## src/rtl/dram_refresh_pkg.sv

```systemverilog
package dram_refresh_pkg;

    typedef enum logic [2:0] {
        S_PAUSE    = 3'd0,
        S_INIT     = 3'd1,
        S_RUN      = 3'd2,
        S_SR_ENTRY = 3'd3,
        S_SR_HOLD  = 3'd4,
        S_SR_EXIT  = 3'd5,
        S_CATCHUP  = 3'd6
    } sched_state_t;

    typedef enum logic [1:0] {
        KIND_INIT     = 2'b00,
        KIND_PERIODIC = 2'b01,
        KIND_SR_ENTRY = 2'b10,
        KIND_CATCHUP  = 2'b11
    } req_kind_t;

    function automatic int imax(input int a, input int b);
        return (a > b) ? a : b;
    endfunction

endpackage

```

## src/rtl/drs_timer.sv

```systemverilog
module drs_timer #(
    parameter int W = 8
) (
    input  logic         clk,
    input  logic         rst_n,
    input  logic         clr,
    input  logic         en,
    input  logic [W-1:0] limit,
    output logic         hit
);
    logic [W-1:0] cnt;

    always_ff @(posedge clk) begin
        if (!rst_n) begin
            cnt <= '0;
        end else if (clr) begin
            cnt <= '0;
        end else if (en) begin
            cnt <= cnt + 1'b1;
        end
    end

    // hit marks the last cycle of a span of `limit` counted cycles
    assign hit = (cnt == (limit - W'(1)));

endmodule

```

## src/rtl/drs_backlog.sv

```systemverilog
module drs_backlog #(
    parameter int BACKLOG_MAX = 8
) (
    input  logic clk,
    input  logic rst_n,
    input  logic clr,
    input  logic tick,
    input  logic take,
    output logic has_work,
    output logic err
);
    localparam int PW = $clog2(BACKLOG_MAX + 2);
    localparam logic [PW-1:0] CAP   = PW'(BACKLOG_MAX + 1);
    localparam logic [PW-1:0] LIMIT = PW'(BACKLOG_MAX);

    logic [PW-1:0] pending;

    always_ff @(posedge clk) begin
        if (!rst_n) begin
            pending <= '0;
            err     <= 1'b0;
        end else begin
            if (clr) begin
                pending <= '0;
            end else if (tick && !take) begin
                if (pending != CAP) begin
                    pending <= pending + 1'b1;
                end
            end else if (take && !tick) begin
                pending <= pending - 1'b1;
            end
            if (!clr && tick && !take && (pending >= LIMIT)) begin
                err <= 1'b1;
            end
        end
    end

    assign has_work = (pending != '0);

    // a grant never retires a ticket that does not exist
    a_r4_no_underflow: assert property (@(posedge clk) disable iff (!rst_n)
        (take && !clr) |-> (pending != '0));

    // the overflow flag is sticky
    a_r4_err_sticky: assert property (@(posedge clk) disable iff (!rst_n)
        err |=> err);

endmodule

```

## src/rtl/dram_refresh_sched.sv

```systemverilog
module dram_refresh_sched
    import dram_refresh_pkg::*;
#(
    parameter int CLK_MHZ     = 100,
    parameter int PAUSE_US    = 200,
    parameter int WINDOW_US   = 16000,
    parameter int ROWS        = 1024,
    parameter int INIT_CYCLES = 8,
    parameter int BACKLOG_MAX = 8,
    parameter int SR_HOLD_US  = 100,
    parameter int TRP_NS      = 90
) (
    input  logic       clk,
    input  logic       rst_n,
    input  logic       ref_gnt,
    input  logic       sr_enter,
    input  logic       sr_exit,
    input  logic       burst_after_sr,
    output logic       ref_req,
    output logic [1:0] ref_kind,
    output logic       init_done,
    output logic       access_ok,
    output logic       sr_ctrl,
    output logic       backlog_err
);
    localparam int PAUSE_CYC    = CLK_MHZ * PAUSE_US;
    localparam int INTERVAL_CYC = (CLK_MHZ * WINDOW_US) / ROWS;
    localparam int HOLD_RAW     = CLK_MHZ * SR_HOLD_US;
    localparam int HOLD_CYC     = (HOLD_RAW < 1) ? 1 : HOLD_RAW;
    localparam int TRP_RAW      = (CLK_MHZ * TRP_NS + 999) / 1000;
    localparam int TRP_CYC      = (TRP_RAW < 1) ? 1 : TRP_RAW;
    localparam int MAXL = imax(imax(PAUSE_CYC, ROWS),
                               imax(imax(HOLD_CYC, TRP_CYC), INIT_CYCLES));
    localparam int TW = $clog2(MAXL + 1);
    localparam int IW = $clog2(INTERVAL_CYC + 1);

    localparam logic [TW-1:0] L_PAUSE = TW'(PAUSE_CYC);
    localparam logic [TW-1:0] L_INIT  = TW'(INIT_CYCLES);
    localparam logic [TW-1:0] L_HOLD  = TW'(HOLD_CYC);
    localparam logic [TW-1:0] L_TRP   = TW'(TRP_CYC);
    localparam logic [TW-1:0] L_ROWS  = TW'(ROWS);
    localparam logic [TW-1:0] L_ONE   = TW'(1);
    localparam logic [IW-1:0] L_IVL   = IW'(INTERVAL_CYC);

    sched_state_t  st, nxt;
    logic          grant;
    logic          t_hit, t_en, t_clr;
    logic [TW-1:0] t_limit;
    logic          in_run, tick, has_work, take;
    logic          done_q;
    req_kind_t     kind;

    assign grant = ref_req && ref_gnt;
    assign in_run = (st == S_RUN);
    assign take   = grant && in_run;

    // phase timer shared by pause, dummy count, hold, precharge and catch-up
    drs_timer #(.W(TW)) u_phase (
        .clk   (clk),
        .rst_n (rst_n),
        .clr   (t_clr),
        .en    (t_en),
        .limit (t_limit),
        .hit   (t_hit)
    );

    // refresh pacing, only running in normal operation
    drs_timer #(.W(IW)) u_pace (
        .clk   (clk),
        .rst_n (rst_n),
        .clr   (!in_run || tick),
        .en    (in_run),
        .limit (L_IVL),
        .hit   (tick_raw)
    );
    logic tick_raw;
    assign tick = in_run && tick_raw;

    drs_backlog #(.BACKLOG_MAX(BACKLOG_MAX)) u_backlog (
        .clk      (clk),
        .rst_n    (rst_n),
        .clr      (!in_run),
        .tick     (tick),
        .take     (take),
        .has_work (has_work),
        .err      (backlog_err)
    );

    // state register
    always_ff @(posedge clk) begin
        if (!rst_n) begin
            st     <= S_PAUSE;
            done_q <= 1'b0;
        end else begin
            st <= nxt;
            if (st == S_INIT && nxt == S_RUN) begin
                done_q <= 1'b1;
            end
        end
    end

    // next state
    always_comb begin
        nxt = st;
        unique case (st)
            S_PAUSE:    if (t_hit) nxt = S_INIT;
            S_INIT:     if (grant && t_hit) nxt = S_RUN;
            S_RUN:      if (sr_enter) nxt = S_SR_ENTRY;
            S_SR_ENTRY: if (grant) nxt = S_SR_HOLD;
            S_SR_HOLD:  if (t_hit && sr_exit) nxt = S_SR_EXIT;
            S_SR_EXIT:  if (t_hit) nxt = burst_after_sr ? S_CATCHUP : S_RUN;
            S_CATCHUP:  if (grant && t_hit) nxt = S_RUN;
            default:    nxt = S_PAUSE;
        endcase
    end

    // phase timer control
    assign t_clr = (nxt != st);
    always_comb begin
        t_en    = 1'b0;
        t_limit = L_ONE;
        unique case (st)
            S_PAUSE:   begin t_en = 1'b1;   t_limit = L_PAUSE; end
            S_INIT:    begin t_en = grant;  t_limit = L_INIT;  end
            S_SR_HOLD: begin t_en = !t_hit; t_limit = L_HOLD;  end
            S_SR_EXIT: begin t_en = 1'b1;   t_limit = L_TRP;   end
            S_CATCHUP: begin t_en = grant;  t_limit = L_ROWS;  end
            default:   begin t_en = 1'b0;   t_limit = L_ONE;   end
        endcase
    end

    // outputs
    always_comb begin
        ref_req   = 1'b0;
        kind      = KIND_PERIODIC;
        access_ok = 1'b0;
        sr_ctrl   = 1'b0;
        unique case (st)
            S_PAUSE:    ;
            S_INIT:     begin ref_req = 1'b1; kind = KIND_INIT; end
            S_RUN:      begin ref_req = has_work; access_ok = 1'b1; end
            S_SR_ENTRY: begin ref_req = 1'b1; kind = KIND_SR_ENTRY; end
            S_SR_HOLD:  sr_ctrl = 1'b1;
            S_SR_EXIT:  ;
            S_CATCHUP:  begin ref_req = 1'b1; kind = KIND_CATCHUP; end
            default:    ;
        endcase
    end
    assign ref_kind  = kind;
    assign init_done = done_q;

    // checker support: length of the current self-refresh hold
    int sr_len;
    always_ff @(posedge clk) begin
        if (!rst_n || !sr_ctrl) sr_len <= 0;
        else if (sr_len < HOLD_CYC) sr_len <= sr_len + 1;
    end

    // no data access before initialization has finished
    a_r1_no_access_early: assert property (@(posedge clk) disable iff (!rst_n)
        !init_done |-> (!access_ok && !sr_ctrl));

    // initialization completion is sticky
    a_r2_done_sticky: assert property (@(posedge clk) disable iff (!rst_n)
        init_done |=> init_done);

    // a request is held until granted
    a_r3_req_held: assert property (@(posedge clk) disable iff (!rst_n)
        (ref_req && !ref_gnt) |=> ref_req);

    // self refresh is held for the minimum time
    a_r6_hold_min: assert property (@(posedge clk) disable iff (!rst_n)
        $fell(sr_ctrl) |-> (sr_len >= HOLD_CYC));

    // quiet in the cycle right after leaving self refresh
    a_r7_quiet_exit: assert property (@(posedge clk) disable iff (!rst_n)
        $fell(sr_ctrl) |-> (!ref_req && !access_ok));

    // self refresh excludes requests and access
    a_r10_sr_excl: assert property (@(posedge clk) disable iff (!rst_n)
        !(sr_ctrl && (ref_req || access_ok)));

endmodule

```

## config.mk

```make
export PLATFORM = sky130hd
export DESIGN_NAME = dram_refresh_sched
export DESIGN_NICKNAME = d
export VERILOG_FILES = /design/src/rtl/dram_refresh_pkg.sv /design/src/rtl/drs_timer.sv /design/src/rtl/drs_backlog.sv /design/src/rtl/dram_refresh_sched.sv
export SDC_FILE = /design/constraint.sdc
export NUM_CORES = 1
export LEC_CHECK = 0
export CORE_MARGIN = 2
export CORE_UTILIZATION = 24
export CTS_BUF_LIST = sky130_fd_sc_hd__clkbuf_4 sky130_fd_sc_hd__clkbuf_8 sky130_fd_sc_hd__clkbuf_16
export DETAILED_ROUTE_END_ITERATION = 12
export SETUP_SLACK_MARGIN = 0.4
export SYNTH_ARGS = -nofsm -noshare
export SYNTH_HDL_FRONTEND = slang
export SYNTH_SLANG_ARGS = --single-unit
```

## constraint.sdc

```tcl
create_clock -name clk -period 3.95 [get_ports clk]
set_input_delay 0.9875 -clock clk [delete_from_list [all_inputs] [get_ports clk]]
set_output_delay 0.9875 -clock clk [all_outputs]
set_load 0.005 [all_outputs]
```

* After elaboration in Yosys (flattened, before gate mapping)
Cells that the tools add are included.
Operators by class: div/mod/pow operators 0, mux-type cells 17, $add $sub $neg 5, magnitude comparators 1, shift operators 0, reductions and logical operators 26, $mul 0, bitwise logic cells 1, equal/unequal tests 12
Operator list (number):
- $pmux W15 S5 | 1
- $mux W3 | 7
- $pmux W3 S6 | 1
- $add A15 B1 Y15 const B | 1
- $eq A15 B15 Y1 | 1
- $sub A15 B1 Y15 const B | 1
- $mux W4 | 3
- $add A11 B1 Y11 const B | 1
- $eq A11 B11 Y1 const B | 1
- $logic_and A1 B1 Y1 | 11
- $eq A3 B2 Y1 const B | 3
- $eq A3 B3 Y1 const B | 3
- $reduce_or A2 Y1 | 4
- $pmux W2 S3 | 1
- $add A4 B1 Y4 const B | 1
- $ge A4 B4 Y1 const B | 1
- $logic_not A1 Y1 | 4
- $ne A4 B4 Y1 const B | 1
- $reduce_and A2 Y1 | 2
- $reduce_bool A4 Y1 | 1
- $sub A4 B1 Y4 const B | 1
- $eq A3 B1 Y1 const B | 1
- $logic_not A3 Y1 | 1
- $ne A3 B3 Y1 | 1
- other kinds (8) | 9
Word-level totals: ROM bits 0, memory bits (writable) 0, register bits after elaboration 35, bits in latches 0, memories kept 0

* Logic depth before layout (Yosys ltp)
Gate-level depths: netlist of run 1.
depth in word-level cells 9, mapped depth 12, depth with buffers taken out 10

* By module
Synthesis of run 1 repeated with hierarchy kept, for this count alone.
Unflattened totals: cell total of the unflattened synthesis 342, area total of the unflattened synthesis 2787.7 µm²
By module, submodules not included:
- drs_timer (u_phase) | seq. area each 300.3 µm², area each 1204.9 µm², cells an instance 150, times used 1
- drs_timer (u_pace) | seq. area each 220.2 µm², area each 859.6 µm², cells an instance 104, times used 1
- dram_refresh_sched | seq. area each 80.1 µm², area each 401.6 µm², cells an instance 57, times used 1
- drs_backlog | seq. area each 100.1 µm², area each 321.6 µm², cells an instance 31, times used 1

* Worst setup path after synthesis of run 1
Ideal clock, no wire load.
kind input to register, start point input port ref_gnt, end point register u_backlog.pending[3], path slack 1.147 ns, data required time 3.880 ns, data arrival time 2.734 ns, stages 9, cell sequence and2_4 > buf_6 > or3_1 > ha_1 > a21o_1 > a21oi_1 > xnor2_1 > or3_1 > a21oi_1
Between the ends: cells in the longest elaborated chain, start to end 6
RTL lines:
- start, declared | line dram_refresh_sched.sv:15 | input logic ref_gnt,
- $logic_and A1 B1 Y1 (*) | line dram_refresh_sched.sv:53 | assign grant = ref_req && ref_gnt;
- $logic_and A1 B1 Y1 (*) | line dram_refresh_sched.sv:55 | assign take = grant && in_run;
- $logic_not A1 Y1 | line drs_backlog.sv:25 | end else if (tick && !take) begin
- $logic_and A1 B1 Y1 | line drs_backlog.sv:25
- $ne A2 B2 Y1 (no line) / $reduce_bool A2 Y1 (equally long branches)
- $reduce_and A2 Y1 (no line)
- end signal, assigned | line drs_backlog.sv:27 | pending <= pending + 1'b1;
- end signal, assigned | line drs_backlog.sv:30 | pending <= pending - 1'b1;
- end, declared | line drs_backlog.sv:16 | logic [PW-1:0] pending;
Every way passes the cells marked *; elsewhere a longest branch is shown, timed or not. A chain may end at the register's enable or synchronous reset.

* Worst setup path in the final report of run 1
start point register st[0], end point output port ref_req
Between the ends: cells in the longest elaborated chain, start to end 3
RTL lines:
- start, declared | line dram_refresh_sched.sv:45 | sched_state_t st, nxt;
- start signal, assigned | line dram_refresh_sched.sv:95 | st <= nxt;
- $eq A3 B1 Y1 (tied with other cells) | line dram_refresh_sched.sv:138 | unique case (st)
- $reduce_or A3 Y1 (no line)
- $pmux W1 S2 (*) | line dram_refresh_sched.sv:138
- end, declared | line dram_refresh_sched.sv:19 | output logic ref_req,
Marks and branches as above.

==> flow_summary.yaml, run 1 <==
run_status:
  status: "completed"
setup_path:
  end_kind: "primary output"
  slowest_delay_ns: 0.58
  cp_data_required_time_ns: 2.96
  crit_fanout: 12
  r2r_end: "u_phase.cnt[5]"
  crit_path_start: "st[0]"
  worstRegToRegCells: 9
  cp.arrival_ns: 2.20
  r2r_setup_slack_ns: 0.77
  cpMaxStageDelayCell: "clkdlybuf4s50_1"
  worstPathCellList: "buf_4, nor2_1, a211oi_2, clkdlybuf4s50_1"
  regToRegStartpoint: "st[2]"
  start_kind: "register"
  path_class: "register to primary output"
clock_tree:
  root_buffer: "clkbuf_8"
  cts.sinks: 35
  htreeDepth: 2
  postCtsSetupBuffers: 0
  cts_resized: 0
  insertion_delay_ns: 0.29
  clkTransAtPathRegs_ns: 0.08
  cts-buffers-inserted: 5
  clockBufferDepth: 2
  cts_tree: "done"
  hold_buffers: 0
floorplan:
  start_util_pct: 24.68
  core_sq_mm: 0.008721
  dieArea_sq_mm: 0.009741
  rows: 34
  io_pins: 13
  die_y_microns: 98.70
  die_w_microns: 98.70
synthesis:
  synth_nets: 270
  syn-cell-area_sq_mm: 0.002152
  ys_seq_area_share_pct: 32.56
  synth_edf_count: 0
  yosysTopAreaCellShare_pct: 32.56
  ys_async_sr_fraction_pct: 0
  ys_ff_latch: 35
  syn_inst: 257
  synth.area.top_cells: "dfxtp_1 33%, nor2_1 7.0%, xor2_1 5.7%"
  syn_area_per_cell_sq_um: 8.374
  synth-main-ff-cell: "dfxtp_1"
  synth_largest_area_cell: "dfxtp_1"
  yosysWarnings: 0
  ys_types: 57
power:
  internal_power_uw: 563.3
  pwr_density_cell_mw_per_mm2: 292.6
  p_leak_uw: 0.0008991
  pwr-share-comb_pct: 5.6
  clkPwrFrac_pct: 44.6
  ir_drop_mv: 0.1336
  total_power_uw: 729.7
  p_sw_share_pct: 22.80
  switchingPower_uw: 166.4
  seqPwrFrac_pct: 49.9
grt:
  grt_use_total_pct: 10.46
  grt_pass1_wl_mm: 8.431
  grt_max_degree: 16
  gr-total-overflow: 0
  grt_pass1_vias: 1781
  antenna_found_initial: 0
final_layout:
  drive_above_1_share_pct: 9.559
  antenna_cells: 0
  syn_to_final_growth_pct: 15.87
  fillCellCount: 927
  mostFrequentLayoutCell: "nor2_1"
  fin_nets: 284
  register_area_sq_um: 700.7
  multi_input_area_sq_mm: 0.001376
  final_area_sq_mm: 0.002494
  layout_common_cells: "40 x nor2_1, 35 x dfxtp_1, 14 x xor2_1, 13 x a21oi_1"
timing:
  period_minus_slack_ns: 3.184
  setup_violations: 0
  hold_violations: 0
  rsz0062_at_grt: "false"
  slew_headroom_pct: 40.34
  max_freq_mhz: 314.1
  skew_ns: 0.007173
  drv_slew: 0
  finalCritPeriodShare_pct: 80.60
  final.setup.tns_ns: 0
  worst_pin_slew_ns: 0.8867
hold_path:
  min_to: "u_pace.cnt[0]"
  holdPathStages: 1
  hp-start: "u_pace.cnt[0]"
  hold_path_class: "register to register"
place:
  gp_congestion: 0.9231
  dpl_cell_area_sq_mm: 0.002381
  hpwl_mm: 3.536
  numPortBuffers: 12
routing:
  vias: 1821
  drc: 0
  antenna_left: 0
  vias_per_cell: 4.792
  drt_iter0_drc: 76
  avgRoutedWirePerCell_microns: 12.20
  routed_wl_mm: 4.635
  drtPass1Iterations: 4
run:
  cap_viol_max_count: 0
[power by group through the flow]
| stage | Clock [uW] | Combinational (uW) | Sequential (uW) |
|---|---|---|---|
| 2_1_floorplan | 0 | 28.7 | 368 |
| 3_3_place_gp | 0 | 40.1 | 372 |
| 3_5_place_dp | 0 | 40.2 | 372 |
| 4_1_cts | 337 | 40.5 | 364 |
| 5_1_grt | 353 | 45.5 | 365 |
| 6_report | 325 | 40.5 | 364 |
[Yosys cell counts (6+ instances only)]
master,instances
or3_1,7
nor2_1,40
and2_1,7
a21oi_1,13
o21ai_0,9
nand2_1,10
dfxtp_1,35
xnor2_1,12
xor2_1,14
nor4_1,7
inv_1,8
nand3_1,12
ha_1,6
nand2b_1,6
[state kept, by name, indices dropped and copies added, names as in the netlist]
name and count:
u_backlog.pending 4, u_backlog.err 1, u_phase.cnt 15, st 3, u_pace.cnt 11, init_done 1
[final cells by class]
| type | count | area share (%) |
|---|---|---|
| clock buffer | 5 | 2.760 |
| clock inverter | 3 | 1.756 |
| multi-input combinational | 206 | 55.19 |
| tap | 108 | 5.419 |
| sequential | 35 | 28.10 |
| inverter | 9 | 1.355 |
| timing repair buffer | 14 | 5.419 |
[logic make-up (layout without fill, tap and decap cells)]
group	after synthesis	count (layout)	share of synthesized area, %
simple gates	119	119	31.51
compound gates	49	49	15.12
flops	35	35	32.56
xor+xnor	26	26	10.58
buf+inv	16	31	3.488
fa+ha+maj	7	7	4.419
mux	5	5	2.326
[routing by layer]
layer / vias to the layer above / part of all wire, % / track usage [%]
li1: 943 / - / -
met2: 19 / 45 / 16.75
met5: - / 0 / 0
met3: 7 / 3.3 / 2.908
met1: 852 / 50 / 13.75
met4: 0 / 1.2 / 3.161
[metrics by stage]
step	std cells	util (%)	setup WS (ns)	hold slack [ns]
final	380	28.59	0.7662	0.4668
after detailed placement	372	27.30	0.5879	0.4564
after CTS	380	28.59	0.7560	0.4754
after global routing	380	28.59	0.4653	0.4929
after global placement	372	27.30	0.6327	0.4480
after floorplan	257	-	1.147	0.4334
[worst max-delay path: cells and delay by family, from the launching register on]
| family | cells | cell delay, ns |
|---|---|---|
| buffers and inverters | 2 | 0.83 |
| AO/OA/AOI/OAI | 1 | 0.40 |
| AND/OR/NAND/NOR | 1 | 0.10 |
| flip-flops | 1 | 0.56 |
[worst max-delay path by stage]
stage / endpoint / depth (start not counted)
after CTS: u_phase.cnt[4] / 9
after floorplan: u_backlog.pending[3] / 9
after global placement: u_backlog.pending[3] / 9
after detailed placement: u_backlog.pending[3] / 9
final: ref_req / 4
after global routing: u_phase.cnt[4] / 9
Power figures use the tool's default switching activity.
==> run 2, diff against run 1 <==
- clock period: 3.95 -> 3.1 ns (I/O delays scaled with it)
==> flow_summary.yaml, run 2 (synthesized netlist as in run 1, its figures left out) <==
run_status:
  status: "completed"
setup_path:
  crit_path_start: "ref_gnt"
  start_kind: "input pin"
  worstPathCellList: "clkdlybuf4s50_1, and2_4, or3_4, ha_1, a21o_1, a21oi_2, xnor2_1, or3_1, a21oi_1"
  cp_data_required_time_ns: 3.32
  r2r_end: "u_backlog.pending[3]"
  cp.arrival_ns: 2.88
  end_kind: "register"
  path_delay_family: "simple AND/OR/NAND/NOR gates"
  slowest_delay_ns: 0.43
  crit_fanout: 3
  regToRegStartpoint: "u_backlog.pending[0]"
  path_class: "input pin to register"
  worstRegToRegCells: 10
  crit_buf_inv: 1
  cpMaxStageDelayCell: "clkdlybuf4s50_1"
  r2r_setup_slack_ns: 0.50
  cp-endpoint: "u_backlog.pending[3]"
  cp.depth: 9
final_layout:
  fin_nets: 296
  antenna_cells: 0
  layout_common_cells: "40 x nor2_1, 33 x dfxtp_1, 13 x xor2_1, 13 x buf_4"
  mostFrequentLayoutCell: "nor2_1"
  regMostFlops: "u_phase.cnt"
  fin_util_pct: 30.52
  syn_to_final_growth_pct: 23.66
  reg_top3: "u_phase.cnt: 15 flops, u_pace.cnt: 11 flops, u_backlog.pending: 4 flops"
  largest_register_ffs: 15
  drive_above_1_share_pct: 16.20
clock_tree:
  cts.sinks: 35
  clkTransAtPathRegs_ns: 0.08
  root_buffer: "clkbuf_8"
  hold_buffers: 0
  htreeDepth: 2
  cts-buffers-inserted: 5
  clockBufferDepth: 2
  cts_tree: "done"
  insertion_delay_ns: 0.29
grt:
  gr-total-overflow: 0
  grt_max_degree: 15
  grt_pass1_wl_mm: 8.445
  grt_pass1_vias: 1830
  antenna_found_initial: 0
  grt_use_total_pct: 10.44
floorplan:
  start_util_pct: 24.68
  dieArea_sq_mm: 0.009741
  die_w_microns: 98.70
  io_pins: 13
  rows: 34
  core_sq_mm: 0.008721
  die_y_microns: 98.70
run:
  cap_viol_max_count: 0
timing:
  finalCritPeriodShare_pct: 85.82
  max_freq_mhz: 375.9
  final.setup.tns_ns: 0
  hold_violations: 0
  slew_headroom_pct: 63.21
  period_minus_slack_ns: 2.660
  setup_violations: 0
  skew_ns: 0.004302
  rsz0062_at_grt: "true"
  drv_slew: 0
  worst_pin_slew_ns: 0.5473
routing:
  drc: 0
  vias: 1876
  antenna_left: 0
  avgRoutedWirePerCell_microns: 12.62
  drt_iter0_drc: 82
  vias_per_cell: 4.786
  routed_wl_mm: 4.948
  drtPass1Iterations: 4
power:
  p_sw_share_pct: 21.25
  ir_drop_mv: 0.1773
  total_power_uw: 1020
  pwr-share-comb_pct: 6.3
  internal_power_uw: 802.9
  seqPwrFrac_pct: 44.8
  switchingPower_uw: 216.7
  clkPwrFrac_pct: 48.9
  pwr_density_cell_mw_per_mm2: 383.1
  p_leak_uw: 0.0009777
place:
  hpwl_mm: 3.619
  gp_congestion: 0.8297
  numPortBuffers: 12
hold_path:
  hold_path_class: "register to register"
  hp-start: "u_pace.cnt[0]"
## run 2: changes by cell type in the layout (fill, tap and decap cells not counted), sizes merged
cell	previous run	this run
buf	2	14
bufinv	1	2
clkinv	2	0
clkinvlp	0	1
## run 2: metrics by stage
step	hold WS [ns]	setup slack (ns)	cell area [sq um]	std cells
after floorplan	0.4334	0.4324	2152	257
after global placement	0.4484	0.1315	2456	382
after detailed placement	0.4605	0.09733	2456	382
after CTS	0.4815	0.3618	2601	390
after global routing	0.5125	0.3292	2661	392
final	0.4756	0.4396	2661	392
## run 2: area by class of cell
type	instances	area [sq um]
repair buffers	26	229.0
multi-input cells	206	1419
clock buffers	5	68.82
inverters	9	33.78
clock inverters	3	67.56
flip-flops and latches	35	708.2
well taps	108	135.1
fillers	910	6060
## run 2: power groups by stage
| stage | Sequential [uW] | Combinational (uW) | Clock, uW |
|---|---|---|---|
| 4_1_cts | 458 | 62.1 | 510 |
| 2_1_floorplan | 469 | 36.5 | 0 |
| 3_5_place_dp | 469 | 60.8 | 0 |
| 6_report | 457 | 64.4 | 498 |
| 5_1_grt | 458 | 70.3 | 527 |
| 3_3_place_gp | 469 | 60.3 | 0 |
## run 2: how the worst min path moves through the flow
stage,endpoint,slack [ns],cells after the start
2_1_floorplan,u_pace.cnt[0],0.43,1
3_3_place_gp,u_pace.cnt[0],0.45,1
3_5_place_dp,u_pace.cnt[0],0.46,1
4_1_cts,u_pace.cnt[0],0.48,1
5_1_grt,init_done,0.51,2
6_report,u_pace.cnt[0],0.48,1
## run 2: routing by layer
| metal | up-vias | GRT usage [%] | share of wire, % |
|---|---|---|---|
| li1 | 966 | - | - |
| met1 | 873 | 14.27 | 49 |
| met2 | 32 | 16.90 | 47 |
| met3 | 5 | 2.624 | 3.6 |
| met4 | 0 | 1.897 | 0.51 |
| met5 | - | 0 | 0 |
## run 2: timing repair
| item | CTS | global route |
|---|---|---|
| setup endpoints to repair | 19 | 19 |
| setup buffers | 0 | 2 |
| cloned | 0 | 0 |
| resized for setup | 3 | 10 |
| pin swaps | 0 | 3 |
